<file path="config.mk">
export PLATFORM = sky130hd
export DESIGN_NAME = boot_restore_seq
export DESIGN_NICKNAME = d
export VERILOG_FILES = /design/src/rtl/rsq_pkg.sv /design/src/rtl/rsq_ctrl_parse.sv /design/src/rtl/rsq_stream_route.sv /design/src/rtl/boot_restore_seq.sv
export SDC_FILE = /design/constraint.sdc
export NUM_CORES = 1
export LEC_CHECK = 0
export BUFFER_PORTS_ARGS = -buffer_cell sky130_fd_sc_hd__buf_2
export CAP_MARGIN = 20
export CORE_ASPECT_RATIO = 1.25
export CORE_MARGIN = 5
export CORE_UTILIZATION = 50
export CTS_CLUSTER_DIAMETER = 60
export DETAILED_ROUTE_END_ITERATION = 7
export GPL_ROUTABILITY_DRIVEN = 1
export PLACE_DENSITY = 0.81
export REMOVE_ABC_BUFFERS = 1
export SKIP_CTS_REPAIR_TIMING = 1
export SKIP_LAST_GASP = 1
export SLEW_MARGIN = 5
export SYNTH_ARGS = -nofsm -noshare
export SYNTH_HDL_FRONTEND = slang
export SYNTH_SLANG_ARGS = --single-unit
</file>
<file path="constraint.sdc">
create_clock -name clk -period 8.65 [get_ports clk]
set_input_delay 0.4325 -clock clk [delete_from_list [all_inputs] [get_ports clk]]
set_output_delay 0.4325 -clock clk [all_outputs]
set_load 0.05 [all_outputs]
</file>
<file path="src/rtl/rsq_pkg.sv">
package rsq_pkg;

  typedef enum logic [2:0] {
    ST_IDLE        = 3'd0,
    ST_SKIPPED     = 3'd1,
    ST_ABORTED     = 3'd2,
    ST_CSUM_FAIL   = 3'd3,
    ST_VERIFY_FAIL = 3'd4,
    ST_DONE        = 3'd5
  } rsq_status_e;

  typedef enum logic [1:0] {
    OP_ERASE = 2'd0,
    OP_PROG  = 2'd1,
    OP_READ  = 2'd2
  } rsq_op_e;

  typedef enum logic [1:0] {
    RT_NONE,
    RT_SINK,
    RT_COPY,
    RT_CMP
  } rsq_route_e;

  typedef enum logic [4:0] {
    S_INIT,
    S_CB_REQ,
    S_CB_DATA,
    S_CB_EVAL,
    S_ER_CMD,
    S_ER_GAP,
    S_ER_WAIT,
    S_RD_REQ,
    S_PG_CMD,
    S_PG_DATA,
    S_PG_GAP,
    S_PG_WAIT,
    S_VF_SD,
    S_VF_FL,
    S_VF_DATA,
    S_FIN
  } rsq_state_e;

endpackage

</file>
<file path="src/rtl/rsq_ctrl_parse.sv">
module rsq_ctrl_parse #(
  parameter int          SLOT_BYTES = 1048576,
  parameter logic [31:0] MAGIC      = 32'h5A17_C0DE
) (
  input  logic        clk,
  input  logic        rst_n,
  input  logic        wr_en,
  input  logic [3:0]  wr_idx,
  input  logic [7:0]  wr_byte,
  output logic        armed,
  output logic        valid,
  output logic [31:0] src_lba,
  output logic [31:0] img_len
);
  localparam int NWORDS = 4;

  logic [31:0] word_q [NWORDS];
  logic [31:0] sum;

  // One little-endian word register per field, filled byte by byte.
  for (genvar w = 0; w < NWORDS; w++) begin : g_word
    always_ff @(posedge clk or negedge rst_n) begin
      if (!rst_n) begin
        word_q[w] <= '0;
      end else if (wr_en && (int'(wr_idx[3:2]) == w)) begin
        word_q[w][wr_idx[1:0]*8 +: 8] <= wr_byte;
      end
    end
  end

  assign sum     = word_q[0] + word_q[1] + word_q[2];
  assign armed   = (word_q[0] == MAGIC);
  assign src_lba = word_q[1];
  assign img_len = word_q[2];
  assign valid   = armed && (sum == word_q[3]) && (img_len != '0)
                   && (img_len <= 32'(SLOT_BYTES));

endmodule

</file>
<file path="src/rtl/rsq_stream_route.sv">
module rsq_stream_route
  import rsq_pkg::*;
(
  input  rsq_route_e route,
  input  logic       sd_dat_valid,
  output logic       sd_dat_ready,
  input  logic [7:0] sd_dat,
  output logic       fl_wdat_valid,
  input  logic       fl_wdat_ready,
  output logic [7:0] fl_wdat,
  input  logic       fl_rdat_valid,
  output logic       fl_rdat_ready,
  input  logic [7:0] fl_rdat,
  output logic       xfer,
  output logic       mismatch
);
  logic both;

  assign both    = sd_dat_valid && fl_rdat_valid;
  assign fl_wdat = sd_dat;

  always_comb begin
    sd_dat_ready  = 1'b0;
    fl_wdat_valid = 1'b0;
    fl_rdat_ready = 1'b0;
    xfer          = 1'b0;
    mismatch      = 1'b0;
    unique case (route)
      RT_SINK: begin
        sd_dat_ready = 1'b1;
        xfer         = sd_dat_valid;
      end
      RT_COPY: begin
        sd_dat_ready  = fl_wdat_ready;
        fl_wdat_valid = sd_dat_valid;
        xfer          = sd_dat_valid && fl_wdat_ready;
      end
      RT_CMP: begin
        sd_dat_ready  = both;
        fl_rdat_ready = both;
        xfer          = both;
        mismatch      = both && (sd_dat != fl_rdat);
      end
      default: ;
    endcase
  end

endmodule

</file>
<file path="src/rtl/boot_restore_seq.sv">
module boot_restore_seq
  import rsq_pkg::*;
#(
  parameter int                PAGE_BYTES   = 256,
  parameter int                BLOCK_BYTES  = 512,
  parameter int                SECTOR_BYTES = 65536,
  parameter int                SLOT_BYTES   = 1048576,
  parameter int                ADDR_W       = 24,
  parameter logic [ADDR_W-1:0] SLOT_BASE    = '0,
  parameter logic [31:0]       CTRL_LBA     = 32'd1,
  parameter logic [31:0]       MAGIC        = 32'h5A17_C0DE
) (
  input  logic              clk,
  input  logic              rst_n,
  input  logic              uart_rx_seen,
  output logic              sd_init_req,
  input  logic              sd_init_done,
  input  logic              sd_init_ok,
  output logic              sd_rd_valid,
  input  logic              sd_rd_ready,
  output logic [31:0]       sd_rd_lba,
  input  logic              sd_dat_valid,
  output logic              sd_dat_ready,
  input  logic [7:0]        sd_dat,
  output logic              fl_cmd_valid,
  input  logic              fl_cmd_ready,
  output logic [1:0]        fl_cmd_op,
  output logic [ADDR_W-1:0] fl_cmd_addr,
  input  logic              fl_ready,
  output logic              fl_wdat_valid,
  input  logic              fl_wdat_ready,
  output logic [7:0]        fl_wdat,
  input  logic              fl_rdat_valid,
  output logic              fl_rdat_ready,
  input  logic [7:0]        fl_rdat,
  output logic              done_pulse,
  output logic [2:0]        status,
  output logic              shell_go
);
  localparam int BLK_SH      = $clog2(BLOCK_BYTES);
  localparam int BYTE_W      = BLK_SH;
  localparam int MAX_BLK     = SLOT_BYTES / BLOCK_BYTES;
  localparam int BLK_W       = $clog2(MAX_BLK + 1);
  localparam int BLK_PER_SEC = SECTOR_BYTES / BLOCK_BYTES;

  rsq_state_e        state_q;
  rsq_status_e       status_q;
  logic              done_q;
  logic [BLK_W-1:0]  blk_q, nblk_q, blk_nxt, nblk_c;
  logic [BYTE_W-1:0] cnt_q;
  logic [31:0]       len_rnd;
  logic [ADDR_W-1:0] blk_base;
  logic              cb_armed, cb_valid;
  logic [31:0]       src_lba, img_len;
  logic              xfer, mismatch;
  logic              last_byte, page_last, sector_edge;
  rsq_route_e        route;

  rsq_ctrl_parse #(.SLOT_BYTES(SLOT_BYTES), .MAGIC(MAGIC)) u_parse (
    .clk     (clk),
    .rst_n   (rst_n),
    .wr_en   ((state_q == S_CB_DATA) && xfer && (int'(cnt_q) < 16)),
    .wr_idx  (cnt_q[3:0]),
    .wr_byte (sd_dat),
    .armed   (cb_armed),
    .valid   (cb_valid),
    .src_lba (src_lba),
    .img_len (img_len)
  );

  always_comb begin
    unique case (state_q)
      S_CB_DATA: route = RT_SINK;
      S_PG_DATA: route = RT_COPY;
      S_VF_DATA: route = RT_CMP;
      default:   route = RT_NONE;
    endcase
  end

  rsq_stream_route u_route (
    .route         (route),
    .sd_dat_valid  (sd_dat_valid),
    .sd_dat_ready  (sd_dat_ready),
    .sd_dat        (sd_dat),
    .fl_wdat_valid (fl_wdat_valid),
    .fl_wdat_ready (fl_wdat_ready),
    .fl_wdat       (fl_wdat),
    .fl_rdat_valid (fl_rdat_valid),
    .fl_rdat_ready (fl_rdat_ready),
    .fl_rdat       (fl_rdat),
    .xfer          (xfer),
    .mismatch      (mismatch)
  );

  // Geometry of the walk: blocks, pages inside a block, sector edges.
  assign len_rnd     = img_len + 32'(BLOCK_BYTES - 1);
  assign nblk_c      = BLK_W'(len_rnd >> BLK_SH);
  assign blk_nxt     = blk_q + 1'b1;
  assign blk_base    = SLOT_BASE + (ADDR_W'(blk_q) << BLK_SH);
  assign last_byte   = (cnt_q == BYTE_W'(BLOCK_BYTES - 1));
  assign page_last   = ((int'(cnt_q) % PAGE_BYTES) == PAGE_BYTES - 1);
  assign sector_edge = ((int'(blk_nxt) % BLK_PER_SEC) == 0);

  // Request outputs decoded from the state: one channel at a time.
  assign sd_init_req = (state_q == S_INIT);
  assign sd_rd_valid = (state_q == S_CB_REQ) || (state_q == S_RD_REQ)
                       || (state_q == S_VF_SD);
  assign sd_rd_lba   = (state_q == S_CB_REQ) ? CTRL_LBA
                                             : src_lba + 32'(blk_q);

  always_comb begin
    fl_cmd_valid = 1'b0;
    fl_cmd_op    = OP_ERASE;
    fl_cmd_addr  = blk_base;
    unique case (state_q)
      S_ER_CMD: fl_cmd_valid = 1'b1;
      S_PG_CMD: begin
        fl_cmd_valid = 1'b1;
        fl_cmd_op    = OP_PROG;
        fl_cmd_addr  = blk_base + ADDR_W'(cnt_q);
      end
      S_VF_FL: begin
        fl_cmd_valid = 1'b1;
        fl_cmd_op    = OP_READ;
      end
      default: ;
    endcase
  end

  always_ff @(posedge clk or negedge rst_n) begin
    if (!rst_n) begin
      state_q  <= S_INIT;
      status_q <= ST_IDLE;
      done_q   <= 1'b0;
      blk_q    <= '0;
      nblk_q   <= '0;
      cnt_q    <= '0;
    end else begin
      done_q <= 1'b0;
      if ((state_q != S_FIN) && uart_rx_seen) begin
        state_q  <= S_FIN;
        status_q <= ST_ABORTED;
        done_q   <= 1'b1;
      end else begin
        unique case (state_q)
          S_INIT: if (sd_init_done) begin
            if (sd_init_ok) begin
              state_q <= S_CB_REQ;
            end else begin
              state_q  <= S_FIN;
              status_q <= ST_SKIPPED;
              done_q   <= 1'b1;
            end
          end
          S_CB_REQ: if (sd_rd_ready) begin
            cnt_q   <= '0;
            state_q <= S_CB_DATA;
          end
          S_CB_DATA: if (xfer) begin
            cnt_q <= cnt_q + 1'b1;
            if (last_byte) state_q <= S_CB_EVAL;
          end
          S_CB_EVAL: begin
            if (!cb_armed) begin
              state_q  <= S_FIN;
              status_q <= ST_SKIPPED;
              done_q   <= 1'b1;
            end else if (!cb_valid) begin
              state_q  <= S_FIN;
              status_q <= ST_CSUM_FAIL;
              done_q   <= 1'b1;
            end else begin
              nblk_q  <= nblk_c;
              blk_q   <= '0;
              state_q <= S_ER_CMD;
            end
          end
          S_ER_CMD:  if (fl_cmd_ready) state_q <= S_ER_GAP;
          S_ER_GAP:  state_q <= S_ER_WAIT;
          S_ER_WAIT: if (fl_ready) state_q <= S_RD_REQ;
          S_RD_REQ: if (sd_rd_ready) begin
            cnt_q   <= '0;
            state_q <= S_PG_CMD;
          end
          S_PG_CMD: if (fl_cmd_ready) state_q <= S_PG_DATA;
          S_PG_DATA: if (xfer) begin
            cnt_q <= cnt_q + 1'b1;
            if (page_last) state_q <= S_PG_GAP;
          end
          S_PG_GAP: state_q <= S_PG_WAIT;
          S_PG_WAIT: if (fl_ready) begin
            if (cnt_q != '0) begin
              state_q <= S_PG_CMD;
            end else if (blk_nxt == nblk_q) begin
              blk_q   <= '0;
              state_q <= S_VF_SD;
            end else begin
              blk_q   <= blk_nxt;
              state_q <= sector_edge ? S_ER_CMD : S_RD_REQ;
            end
          end
          S_VF_SD: if (sd_rd_ready) begin
            cnt_q   <= '0;
            state_q <= S_VF_FL;
          end
          S_VF_FL: if (fl_cmd_ready) state_q <= S_VF_DATA;
          S_VF_DATA: if (xfer) begin
            if (mismatch) begin
              state_q  <= S_FIN;
              status_q <= ST_VERIFY_FAIL;
              done_q   <= 1'b1;
            end else begin
              cnt_q <= cnt_q + 1'b1;
              if (last_byte) begin
                if (blk_nxt == nblk_q) begin
                  state_q  <= S_FIN;
                  status_q <= ST_DONE;
                  done_q   <= 1'b1;
                end else begin
                  blk_q   <= blk_nxt;
                  state_q <= S_VF_SD;
                end
              end
            end
          end
          default: ;
        endcase
      end
    end
  end

  assign done_pulse = done_q;
  assign status     = status_q;
  assign shell_go   = (state_q == S_FIN);

endmodule

</file>
**Word level (Yosys, flattened, before mapping)**

Cells that the tools add are included.

- Register bits: 170
- Input bits: 27
- Output and inout bits: 77
- Word-level logic and storage cells: 185

- Add/subtract/negate cells: 8
- $lt $le $gt $ge: 2
- Equality and inequality tests: 56
- Shift operators: 2
- Muxes and demuxes: 74
- Bitwise gates (word level): 1
- Reduce and logical (&&, ||, !) cells: 32

Operator list:

| kind | count |
|---|---|
| bitwise mux 32 bit | 4 |
| two-way mux 12 bit | 9 |
| two-way mux 5 bit | 17 |
| case mux 5 bit (15 select lines) | 1 |
| adder 32 bit | 2 |
| == test 5 x 4 -> 1 bit, second input constant | 8 |
| two-way mux 9 bit | 4 |
| case mux 12 bit (3 select lines) | 1 |
| negation 5 -> 34 bit | 1 |
| variable shift 8 x 34 -> 32 bit, first input constant | 1 |
| indexed part select 8 x 34 -> 32 bit | 1 |
| adder 32 x 12 -> 32 bit | 1 |
| == test 32 x 31 -> 1 bit, second input constant | 1 |
| == test 32 bit | 1 |
| <= comparator 32 x 21 -> 1 bit, second input constant | 1 |
| zero test 32 bit | 1 |
| two-way mux 32 bit | 1 |
| nonzero test 32 bit | 1 |
| two-way mux 3 bit | 9 |
| case mux 9 bit (3 select lines) | 1 |
| != test 3 bit, second input constant | 8 |
| adder 21 x 9 -> 22 bit | 1 |
| two-way mux 22 bit | 1 |
| adder 21 x 9 -> 21 bit, second input constant | 1 |
| other kinds (41) | 98 |

**Logic depth before layout (Yosys ltp)**

Gate-level depths: netlist (run 1).

- Depth after elaboration: 10
- Depth in mapped cells: 16
- Depth with buffers taken out: 15

**Cells and area by module**

A second synthesis (run 1) with hierarchy kept.

- Cells, all modules: 1,501
- Area total of the unflattened synthesis: 13,088.8 sq um

Modules (own cells, without submodules):

| module | instances | cells an instance | area each (sq um) | seq. area each (sq um) |
|---|---|---|---|---|
| rsq_ctrl_parse | 1 | 884 | 8,366.8 | 3,203.1 |
| boot_restore_seq | 1 | 591 | 4,529.3 | 1,026.0 |
| rsq_stream_route | 1 | 26 | 192.7 | 0.0 |

**Worst setup path before layout (run 1)**

OpenSTA, ideal clock, no wires.

- Kind: register -> register
- Start point: register u_parse.word_q (netlist bit u_parse.src_lba[1])
- End point: register nblk_q[10]
- Library setup time: 0.125 ns
- Data arrival time: 4.274 ns
- Required time: 8.525 ns
- Path slack: 4.251 ns
- Cell stages (with the launch flop): 15
- Path buffers: 1
- Period minus slack after synthesis: 4.399 ns
- Path through: dfrtp_1 > fa_1 > ha_1 > fa_1 > xor2_1 > or4_1 > or4_1 > nor3_2 > nand4_1 > or4_1 > nor3_2 > nand4_4 > nor2_4 > buf_12 > mux2_4

- Cells in the longest elaborated chain, start to end: 7

RTL lines:

| item | RTL line | RTL |
|---|---|---|
| from (decl) | rsq_ctrl_parse.sv:17 | `logic [31:0] word_q [NWORDS];` |
| from (signal, indexed assignment) | rsq_ctrl_parse.sv:26 | `word_q[w][wr_idx[1:0]*8 +: 8] <= wr_byte;` |
| adder 32 bit (2 in series) | rsq_ctrl_parse.sv:31 | `assign sum = word_q[0] + word_q[1] + word_q[2];` |
| == test 32 bit | rsq_ctrl_parse.sv:35 | `assign valid = armed && (sum == word_q[3]) && (img_len != '0)` |
| logical AND 1 bit (2 in series) | rsq_ctrl_parse.sv:35 |  |
| logical AND 1 bit | rsq_ctrl_parse.sv:36 | `&& (img_len <= 32'(SLOT_BYTES));` |
| AND reduction 4 bit (no source line) | - |  |
| to (signal assigned) | boot_restore_seq.sv:173 | `nblk_q <= nblk_c;` |
| to (decl) | boot_restore_seq.sv:49 | `logic [BLK_W-1:0] blk_q, nblk_q, blk_nxt, nblk_c;` |

No other way between the ends.
A chain may end at the register's enable or synchronous reset.

**Final worst setup path (run 1)**

- Start point: register u_parse.word_q (netlist bit u_parse.src_lba[1])
- End point: register nblk_q[1]

Same word-level chain as after synthesis.

==> results of run 1 <==
[state kept, by name, indices dropped and copies added (netlist names)]
| signal | count |
|---|---|
| done_pulse | 1 |
| cnt_q | 9 |
| blk_q | 12 |
| nblk_q | 12 |
| u_parse.src_lba | 32 |
| u_parse.img_len | 32 |
| status | 3 |
| u_parse.word_q | 64 |
| state_q | 4 |
[layer usage]
metal,up-vias,wire (um),track usage
met4,0,1930,0.135
met2,493,19200,0.487
met3,138,2440,0.0401
met5,-,0,0
li1,5251,-,-
met1,5532,14700,0.339
[synth_stat cells, drive strengths merged (5+ instances only)]
master / count
nand2: 256
o21ai: 194
dfrtp: 169
nor2: 91
xnor2: 63
a21oi: 58
inv: 52
ha: 49
xor2: 42
nor3: 41
nand3: 38
clkbuf: 34
fa: 33
buf: 30
nand4: 28
nand2b: 19
and2: 17
nor4: 17
mux2: 15
and3: 14
or3: 13
nor2b: 12
a211oi: 11
o211ai: 10
a21o: 9
a31oi: 9
mux2i: 8
o31ai: 8
o21a: 7
o221ai: 6
or2: 6
a2111oi: 5
a221oi: 5
and4: 5
or4: 5
[logic make-up (layout without fill, tap and decap cells)]
family,after synthesis,count (layout),synth area share
DFF,169,169,0.344
other,1,3,0.000305
AOI/OAI and AO/OA,373,373,0.183
xor gates and xnor gates,106,106,0.0766
and+or+nand+nor,581,581,0.227
adders and majority gates,82,82,0.104
buffers and inverters,116,190,0.0423
muxes,23,23,0.0233
[worst paths after layout]
kind / from / end / cells past startpoint
max in group asynchronous: rst_n / cnt_q[1] / 2
worst min-delay path: rst_n / u_parse.src_lba[13] / 1
worst max-delay path: u_parse.src_lba[1] / nblk_q[1] / 13
worst min register to register: u_parse.word_q[96] / u_parse.word_q[96] / 2
min in group clk: uart_rx_seen / state_q[0] / 3
worst max register to register: u_parse.src_lba[1] / nblk_q[1] / 13
[cell type report]
type,instances,area [um2],area share
timing repair buffer,106,552,0.0407
clock buffer,17,425,0.0314
tap,330,413,0.0304
inverter,52,195,0.0144
clock inverter,15,190,0.0140
multi-input combinational,1168,7560,0.557
sequential,169,4230,0.312
[report_power, final]
group | total [mW] | internal [mW] | leakage (nW) | switching, mW
clock network | 0.793 | 0.395 | 0.295 | 0.398
logic | 0.853 | 0.247 | 3.61 | 0.606
registers | 0.962 | 0.837 | 2.29 | 0.125
total | 2.61 | 1.48 | 6.20 | 1.13
[metrics by stage]
step                       util  total power, mW  hold WS, ps  cells  instance area, um2
final                     0.557             2.61          120   1857               13600
after global routing      0.557             2.73          223   1857               13600
after CTS                 0.557             2.60          161   1856               13600
after detailed placement  0.532             1.82          471   1824               12900
after global placement    0.532             1.80          467   1824               12900
after floorplan               -             1.55          137   1389               12000
==> results.ini, run 1 <==
[yosys]
synth_top_area_share=0.344
yosys_register_bits=169
avgSynthCellArea_um2=8.47
ys_seq_area_frac=0.344
syn_inst=1451
syn_area_um2=12300
synth_warnings=0
synth-main-ff-cell=dfrtp_1
synthArstFlopShare=1.00
synthTopCellsByArea=dfrtp_1 (34%), nand2_1 (7.8%), o21ai_0 (7.7%), fa_1 (5.4%), ha_1 (5.0%)
synth_edf_count=0
yosys.area.top_type=dfrtp_1
netlist-cell-type-count=84

[setup_path]
cp.buffers_inverters=0
end_kind=register
crit_family=compound AO/OA/AOI/OAI gates
cp_slowest_cell=a211oi_1
cp-start-kind=register
rrSetupSlack_ps=3390
slowest_delay_ps=520
path_cells=fa_1 > ha_1 > fa_1 > a211oi_1 > nor4_4 > nor2_1 > o211ai_1 > o211ai_1 > mux2_2 > a211oi_1 > nand4_4 > nor2_4 > mux2_2
cp_max_fo=12
setup.worst_path.class=register to register
crit_required_ps=8970
worstPathArrival_ps=5580

[die]
die_y_um=185
core_um2=24300
dieArea_um2=27800
rows=64
chipWidth_um=150
start_util=0.505
io_pins=104

[route]
wirelength_mm=38.3
first_pass_iters=5
wl_per_cell_um=20.6
drtIter0Drc=1146
drc=0
ant_nets=0
via_per_inst=6.15
num_vias=11414

[timing]
setup_tns_ps=0
slew_violations=0
final-setup-viol-count=0
slew_headroom=0.298
worst_pin_slew_ps=1050
setup_slack_ps=3390
finalCritPeriodShare=0.608
worst_clock_skew_ps=16.3
hold_violations=0
rsz0062_at_grt=no
fin_crit_ps=5260
clock.fmax_ghz=0.190

[run_status]
status=completed

[layout]
final_common_cell=nand2_1
syn_to_final_growth_pct=10.3
fillerInstances=2247
antenna_cells=0
fin_nets=1623
final_cell_mix=nand2_1 (255), o21ai_0 (189), dfrtp_1 (169), buf_2 (99), nor2_1 (89)
final_layout_size_suffix_gt1_frac=0.115

[global_route]
grt_pass1_wl_mm=60.8
grt_start_max_net_pins=107
antenna_found_initial=0
grt-ovfl-total=0
grt_usage=0.279
grt_pass1_vias=11291

[power]
leakage_nw=6.20
powerDensity_nw_per_um2=192
irDropWorstVdd_mv=0.142

[run]
maxCapViolations=0

[clock_network]
cts-root-buf=clkbuf_16
clock-sinks=169
htreeDepth=4
cts_buffer_depth=2
clk_latency_ps=450
cts_inserted_buffers=17
cts_tree=yes
clkSlewWorstSetupHoldPaths_ps=80

[worst_hold_path]
hold_path.class=primary input to async pin

[placed_design]
dp_hpwl_mm=29.7
dp_slack_ps=3550
port_buffers=100
gp_congestion=0.995

Note: power is estimated with default switching activity, not from simulation.
==> inputs of run 2 (changes only) <==
Settings changed: PLACE_DENSITY 0.81 to 0.83.
Clock period 8.65 ns to 4.5 ns, I/O delays scaled along.
==> run 2 against run 1 <==
Net effect: die area did not move; first-iteration DRC count fell by 5.5%; utilization rose by 2.4 points; sequential cell count did not move; largest power group unchanged.
==> results.ini, run 2 (synthesis gave the netlist of run 1 again) <==
[timing]
finalCritPeriodShare=0.993  ; was 0.608
final-setup-viol-count=0  ; unchanged
slew_violations=0  ; unchanged
setup_tns_ps=0  ; unchanged
hold_violations=0  ; unchanged
clock.fmax_ghz=0.224  ; was 0.190 GHz
worst_clock_skew_ps=11.7  ; was 16.3 ps
whs_ps=144  ; was 120 ps
fin_crit_ps=4470  ; was 5260 ps
rsz0062_at_grt=yes  ; was no
slew_headroom=0.343  ; was 0.298
worst_pin_slew_ps=977  ; was 1050 ps

[placed_design]
place_inst=1889  ; was 1824
port_buffers=100  ; unchanged
dp_hpwl_mm=30.5  ; was 29.7 mm
gp_congestion=1.00  ; was 0.995

[power]
powerDensity_nw_per_um2=357  ; was 192 nW/um2
irDropWorstVdd_mv=0.310  ; was 0.142 mV
leakage_nw=6.57  ; was 6.20 nW
fin_total_pwr_mw=5.05  ; was 2.61 mW

[clock_network]
clock-sinks=169  ; unchanged
cts_tree=yes  ; unchanged
clk_latency_ps=460  ; was 450 ps
cts-root-buf=clkbuf_16  ; unchanged
cts_inserted_buffers=17  ; unchanged
clkSlewWorstSetupHoldPaths_ps=80  ; about the same
cts_buffer_depth=2  ; unchanged
htreeDepth=4  ; unchanged

[layout]
syn_to_final_growth_pct=15.1  ; was 10.3%
final_layout_size_suffix_gt1_frac=0.158  ; was 0.115
fin_nets=1692  ; was 1623
final_cell_mix=nand2_1 (255), o21ai_0 (189), dfrtp_1 (168), buf_2 (100), nor2_1 (88)  ; was nand2_1 (255), o21ai_0 (189), dfrtp_1 (169), buf_2 (99), nor2_1 (89)
fin_cells=1926  ; was 1857
antenna_cells=0  ; unchanged
largest_reg_flops=64  ; unchanged
top_register=u_parse.word_q  ; unchanged
final_common_cell=nand2_1  ; unchanged
utilization=0.581  ; was 0.557

[setup_path]
cp_max_fo=7  ; was 12
cp.buffers_inverters=2  ; was 0
cp-start-kind=register  ; unchanged
crit_required_ps=4800  ; was 8970 ps
slowest_delay_ps=560  ; was 520 ps
worstPathArrival_ps=4770  ; was 5580 ps
end_kind=register  ; unchanged
path_cells=fa_1 > ha_2 > fa_1 > xor2_1 > or4_1 > or4_4 > nor3_2 > nand4_1 > or4_4 > nor3_4 > nand4_4 > buf_6 > a21oi_4 > buf_4 > o221ai_1  ; was fa_1 > ha_1 > fa_1 > a211oi_1 > nor4_4 > nor2_1 > o211ai_1 > o211ai_1 > mux2_2 > a211oi_1 > nand4_4 > nor2_4 > mux2_2
cp_slowest_cell=fa_1  ; was a211oi_1
setup.worst_path.class=register to register  ; unchanged
crit_family=simple AND/OR/NAND/NOR gates  ; was compound AO/OA/AOI/OAI gates

[die]
die_y_um=185  ; unchanged
start_util=0.505  ; unchanged
core_um2=24300  ; unchanged
chipWidth_um=150  ; unchanged
rows=64  ; unchanged
dieArea_um2=27800  ; unchanged
io_pins=104  ; unchanged

[global_route]
grt_usage=0.281  ; was 0.279
grt-ovfl-total=0  ; unchanged
grt_pass1_vias=11628  ; was 11291
antenna_found_initial=0  ; unchanged
grt_start_max_net_pins=90  ; was 107
grt_pass1_wl_mm=61.1  ; was 60.8 mm

[route]
via_per_inst=6.04  ; was 6.15
wirelength_mm=38.8  ; was 38.3 mm
ant_nets=0  ; unchanged
drtIter0Drc=1083  ; was 1146
drc=0  ; unchanged
num_vias=11634  ; was 11414
wl_per_cell_um=20.2  ; was 20.6 um
first_pass_iters=7  ; was 5

[run_status]
status=completed  ; unchanged

[run]
maxCapViolations=0  ; unchanged

[worst_hold_path]
hold_path.class=primary input to register  ; was primary input to async pin

run 2: cell types whose count changed in the layout (fill, tap and decap cells not counted), sizes merged:
cell / change
dlygate4sd3: +1
buf: +69
clkinv: +1
clkbuf: -1
inv: -1
run 2: path summary, 6_finish.rpt:
| kind | slack [ps] | from | cells past startpoint | endpoint |
|---|---|---|---|---|
| min in group asynchronous | 400 | rst_n | 2 | u_parse.src_lba[10] |
| max in group asynchronous | 2950 | rst_n | 3 | blk_q[0] |
| worst min register to register | 510 | u_parse.word_q[5] | 2 | u_parse.word_q[5] |
| worst min-delay path | 140 | uart_rx_seen | 3 | state_q[0] |
| worst max-delay path | 30 | u_parse.word_q[97] | 15 | blk_q[10] |
| worst max register to register | 30 | u_parse.word_q[97] | 15 | blk_q[10] |
run 2: power breakdown:
part	switching, mW	total, mW	internal, mW
logic	1.21	1.71	0.498
clock network	0.771	1.53	0.762
registers	0.200	1.81	1.61
total	2.18	5.05	2.87
run 2: metrics by stage:
| step | worst slack (ps) | area, um2 |
|---|---|---|
| CTS | -196 | 14100 |
| finish | 30.3 | 14200 |
| global placement | -39.0 | 13400 |
| floorplan | -14.7 | 12000 |
| global route | -89.0 | 14200 |
| detailed placement | -165 | 13400 |
run 2: layout make-up:
cell class | instances | area, um2
Fill cell | 2144 | 10200
Multi-Input combinational cell | 1168 | 7610
Sequential cell | 169 | 4230
Timing Repair Buffer | 175 | 1090
Clock buffer | 17 | 425
Tap cell | 330 | 413
Inverter | 52 | 195
Clock inverter | 15 | 193
run 2: per-layer routing:
metal  vias to the layer above  track usage  part of all wire
li1                       5398            -                 -
met1                      5551        0.321              0.37
met2                       521        0.488              0.50
met3                       164       0.0497             0.065
met4                         0        0.175             0.069
met5                         -            0                 0
run 2: worst min-delay path, delay by kind of cell:
family	cells	cell delay (ps)
AO/OA/AOI/OAI	2	220
buffers and inverters	1	100
==> inputs of run 3 (changes only) <==
Settings changed: CTS_BUF_LIST set to sky130_fd_sc_hd__clkbuf_2 sky130_fd_sc_hd__clkbuf_4 sky130_fd_sc_hd__clkbuf_8.
==> run 3 against run 2 <==
Net effect: cell count barely moved; worst setup slack improved by 22 ps; total power fell by 7.5%; sequential share of layout area rose by 0.31 points; clock skew rose by 5.0 ps; via count fell by 0.38%; maximum frequency rose by 0.49%; die area did not move; routed wire length fell by 0.13%; register-to-register slack improved by 20 ps; worst hold slack got worse by 56 ps; largest cell class unchanged; utilization fell by 0.60 points.
==> results.ini, run 3 (synthesis gave the netlist of run 1 again) <==
[run_status]
status=completed  ; unchanged

[placed_design]
gp_congestion=1.00  ; unchanged
place_inst=1889  ; unchanged
dp_hpwl_mm=30.5  ; unchanged
port_buffers=100  ; unchanged

[worst_hold_path]
whs_endpoint=state_q[0]  ; unchanged
hold_path_startpoint=uart_rx_seen  ; unchanged
hold_path.class=primary input to register  ; unchanged
hold_depth=3  ; unchanged

[timing]
slew_violations=0  ; unchanged
hold_violations=0  ; unchanged
worst_pin_slew_ps=964  ; was 977 ps
worst_clock_skew_ps=16.7  ; was 11.7 ps
rsz0062_at_grt=yes  ; unchanged
slew_headroom=0.352  ; was 0.343
clock.fmax_ghz=0.225  ; was 0.224 GHz
finalCritPeriodShare=0.988  ; was 0.993
fin_crit_ps=4450  ; was 4470 ps
final-setup-viol-count=0  ; unchanged

[clock_network]
clkSlewWorstSetupHoldPaths_ps=120  ; was 80 ps
clock-sinks=169  ; unchanged
cts_tree=yes  ; unchanged
htreeDepth=4  ; unchanged
cts_buffer_depth=2  ; unchanged
cts_inserted_buffers=17  ; unchanged
cts-root-buf=clkbuf_8  ; was clkbuf_16
clk_latency_ps=500  ; was 460 ps

[global_route]
grt_pass1_wl_mm=61.0  ; was 61.1 mm
grt_usage=0.281  ; about the same
grt-ovfl-total=0  ; unchanged
grt_pass1_vias=11543  ; was 11628
antenna_found_initial=0  ; unchanged
grt_start_max_net_pins=90  ; unchanged

[setup_path]
cp-start-kind=register  ; unchanged
setup.worst_path.class=register to register  ; unchanged
slowest_delay_ps=560  ; about the same
path_cells=fa_1 > ha_2 > fa_2 > xor2_1 > or4_1 > or4_4 > nor3_2 > nand4_1 > or4_4 > nor3_4 > nand4_4 > nor2_4 > buf_12 > mux2_4  ; was fa_1 > ha_2 > fa_1 > xor2_1 > or4_1 > or4_4 > nor3_2 > nand4_1 > or4_4 > nor3_4 > nand4_4 > buf_6 > a21oi_4 > buf_4 > o221ai_1
reg2reg_to=nblk_q[3]  ; was blk_q[10]
cp_max_fo=10  ; was 7
worstPathArrival_ps=4830  ; was 4770 ps
crit_required_ps=4880  ; was 4800 ps
rr_startpoint=u_parse.word_q[97]  ; unchanged
rrSetupSlack_ps=50  ; was 30 ps
end_kind=register  ; unchanged
reg2reg_depth=14  ; was 15
cp_slowest_cell=fa_1  ; unchanged
crit_top_cell=or4_4

[run]
maxCapViolations=0  ; unchanged

[layout]
final_common_cell=nand2_1  ; unchanged
final_layout_size_suffix_gt1_frac=0.162  ; was 0.158
top_register=u_parse.word_q  ; unchanged
multi_input_area_um2=7640  ; was 7610 um2
antenna_cells=0  ; unchanged
fillerInstances=2179  ; was 2144
fin_cells=1927  ; was 1926
final_cell_mix=nand2_1 (255), o21ai_0 (187), dfrtp_1 (168), buf_2 (100), nor2_1 (88)  ; was nand2_1 (255), o21ai_0 (189), dfrtp_1 (168), buf_2 (100), nor2_1 (88)
regArea_um2=4230  ; unchanged
syn_to_final_growth_pct=13.9  ; was 15.1%
fin_nets=1693  ; was 1692
largest_reg_flops=64  ; unchanged

[die]
start_util=0.505  ; unchanged
dieArea_um2=27800  ; unchanged
rows=64  ; unchanged
io_pins=104  ; unchanged
die_y_um=185  ; unchanged
chipWidth_um=150  ; unchanged
core_um2=24300  ; unchanged

[route]
ant_nets=0  ; unchanged
drtIter0Drc=1131  ; was 1083
wl_per_cell_um=20.1  ; was 20.2 um
drc=0  ; unchanged
num_vias=11590  ; was 11634
via_per_inst=6.01  ; was 6.04
first_pass_iters=5  ; was 7
wirelength_mm=38.8  ; about the same

[power]
clkPwrFrac=0.249  ; was 0.304
internal-power_mw=2.54  ; was 2.87 mW
leakage_nw=6.49  ; was 6.57 nW
p_sw_frac=0.456  ; was 0.431
p_seq_frac=0.388  ; was 0.359
p_comb_frac=0.364  ; was 0.338
irDropWorstVdd_mv=0.217  ; was 0.310 mV
switchingPower_mw=2.13  ; was 2.18 mW
fin_total_pwr_mw=4.67  ; was 5.05 mW
powerDensity_nw_per_um2=333  ; was 357 nW/um2

-- run 3: cell types whose count changed in the layout (fill, tap and decap cells not counted), sizes merged --
cell and change:
buf +1
-- run 3: per-stage QoR --
step	instance area [um2]	setup slack [ps]	util	TNS, ps	hold slack, ps
6_report	14000	52.2	0.575	0	88.1
5_1_grt	14000	-119	0.575	-1930	138
4_1_cts	13900	-206	0.569	-3490	-167
3_5_place_dp	13400	-165	0.552	-2540	353
3_3_place_gp	13400	-39.0	0.552	-233	357
2_1_floorplan	12000	-14.7	-	-29.4	-70.6
-- run 3: power by group through the flow --
stage                     Sequential [mW]  Clock [mW]  Combinational, mW
after floorplan                      1.98           0              0.999
after global placement               1.83           0               1.64
after detailed placement             1.83           0               1.67
after CTS                            1.80        1.16               1.67
after global routing                 1.83        1.22               1.84
final                                1.81        1.16               1.70
-- run 3: cell type report --
type,instances,share of cell area
Multi-Input combinational cell,1168,0.546
Sequential cell,169,0.302
Timing Repair Buffer,176,0.0783
Tap cell,330,0.0295
Clock buffer,17,0.0167
Inverter,52,0.0139
Clock inverter,15,0.0138
-- run 3: worst max path at each step --
| stage | from | end | slack, ps |
|---|---|---|---|
| after detailed placement | u_parse.src_lba[1] | blk_q[6] | -170 |
| after global placement | u_parse.src_lba[1] | blk_q[10] | -40 |
| after floorplan | u_parse.src_lba[1] | nblk_q[0] | -10 |
| after global routing | u_parse.word_q[97] | blk_q[6] | -120 |
| final | u_parse.word_q[97] | nblk_q[3] | 50 |
| after CTS | u_parse.src_lba[1] | blk_q[6] | -210 |
-- run 3: worst max-delay path: cells and delay by family, from the launching register on --
family / cells / cell delay, ps
XOR/XNOR: 1 / 150
adder cells (fa/ha/maj): 3 / 1230
buffers and inverters: 1 / 160
flip-flops: 1 / 420
multiplexers: 1 / 300
AND/OR/NAND/NOR: 8 / 2060
-- run 3: routing by layer --
layer | global-route usage | vias up | part of all wire | wire length (um)
li1 | - | 5394 | - | -
met1 | 0.324 | 5557 | 0.37 | 14500
met2 | 0.489 | 499 | 0.50 | 19500
met3 | 0.0553 | 140 | 0.064 | 2470
met4 | 0.156 | 0 | 0.061 | 2360
met5 | 0 | - | 0 | 0
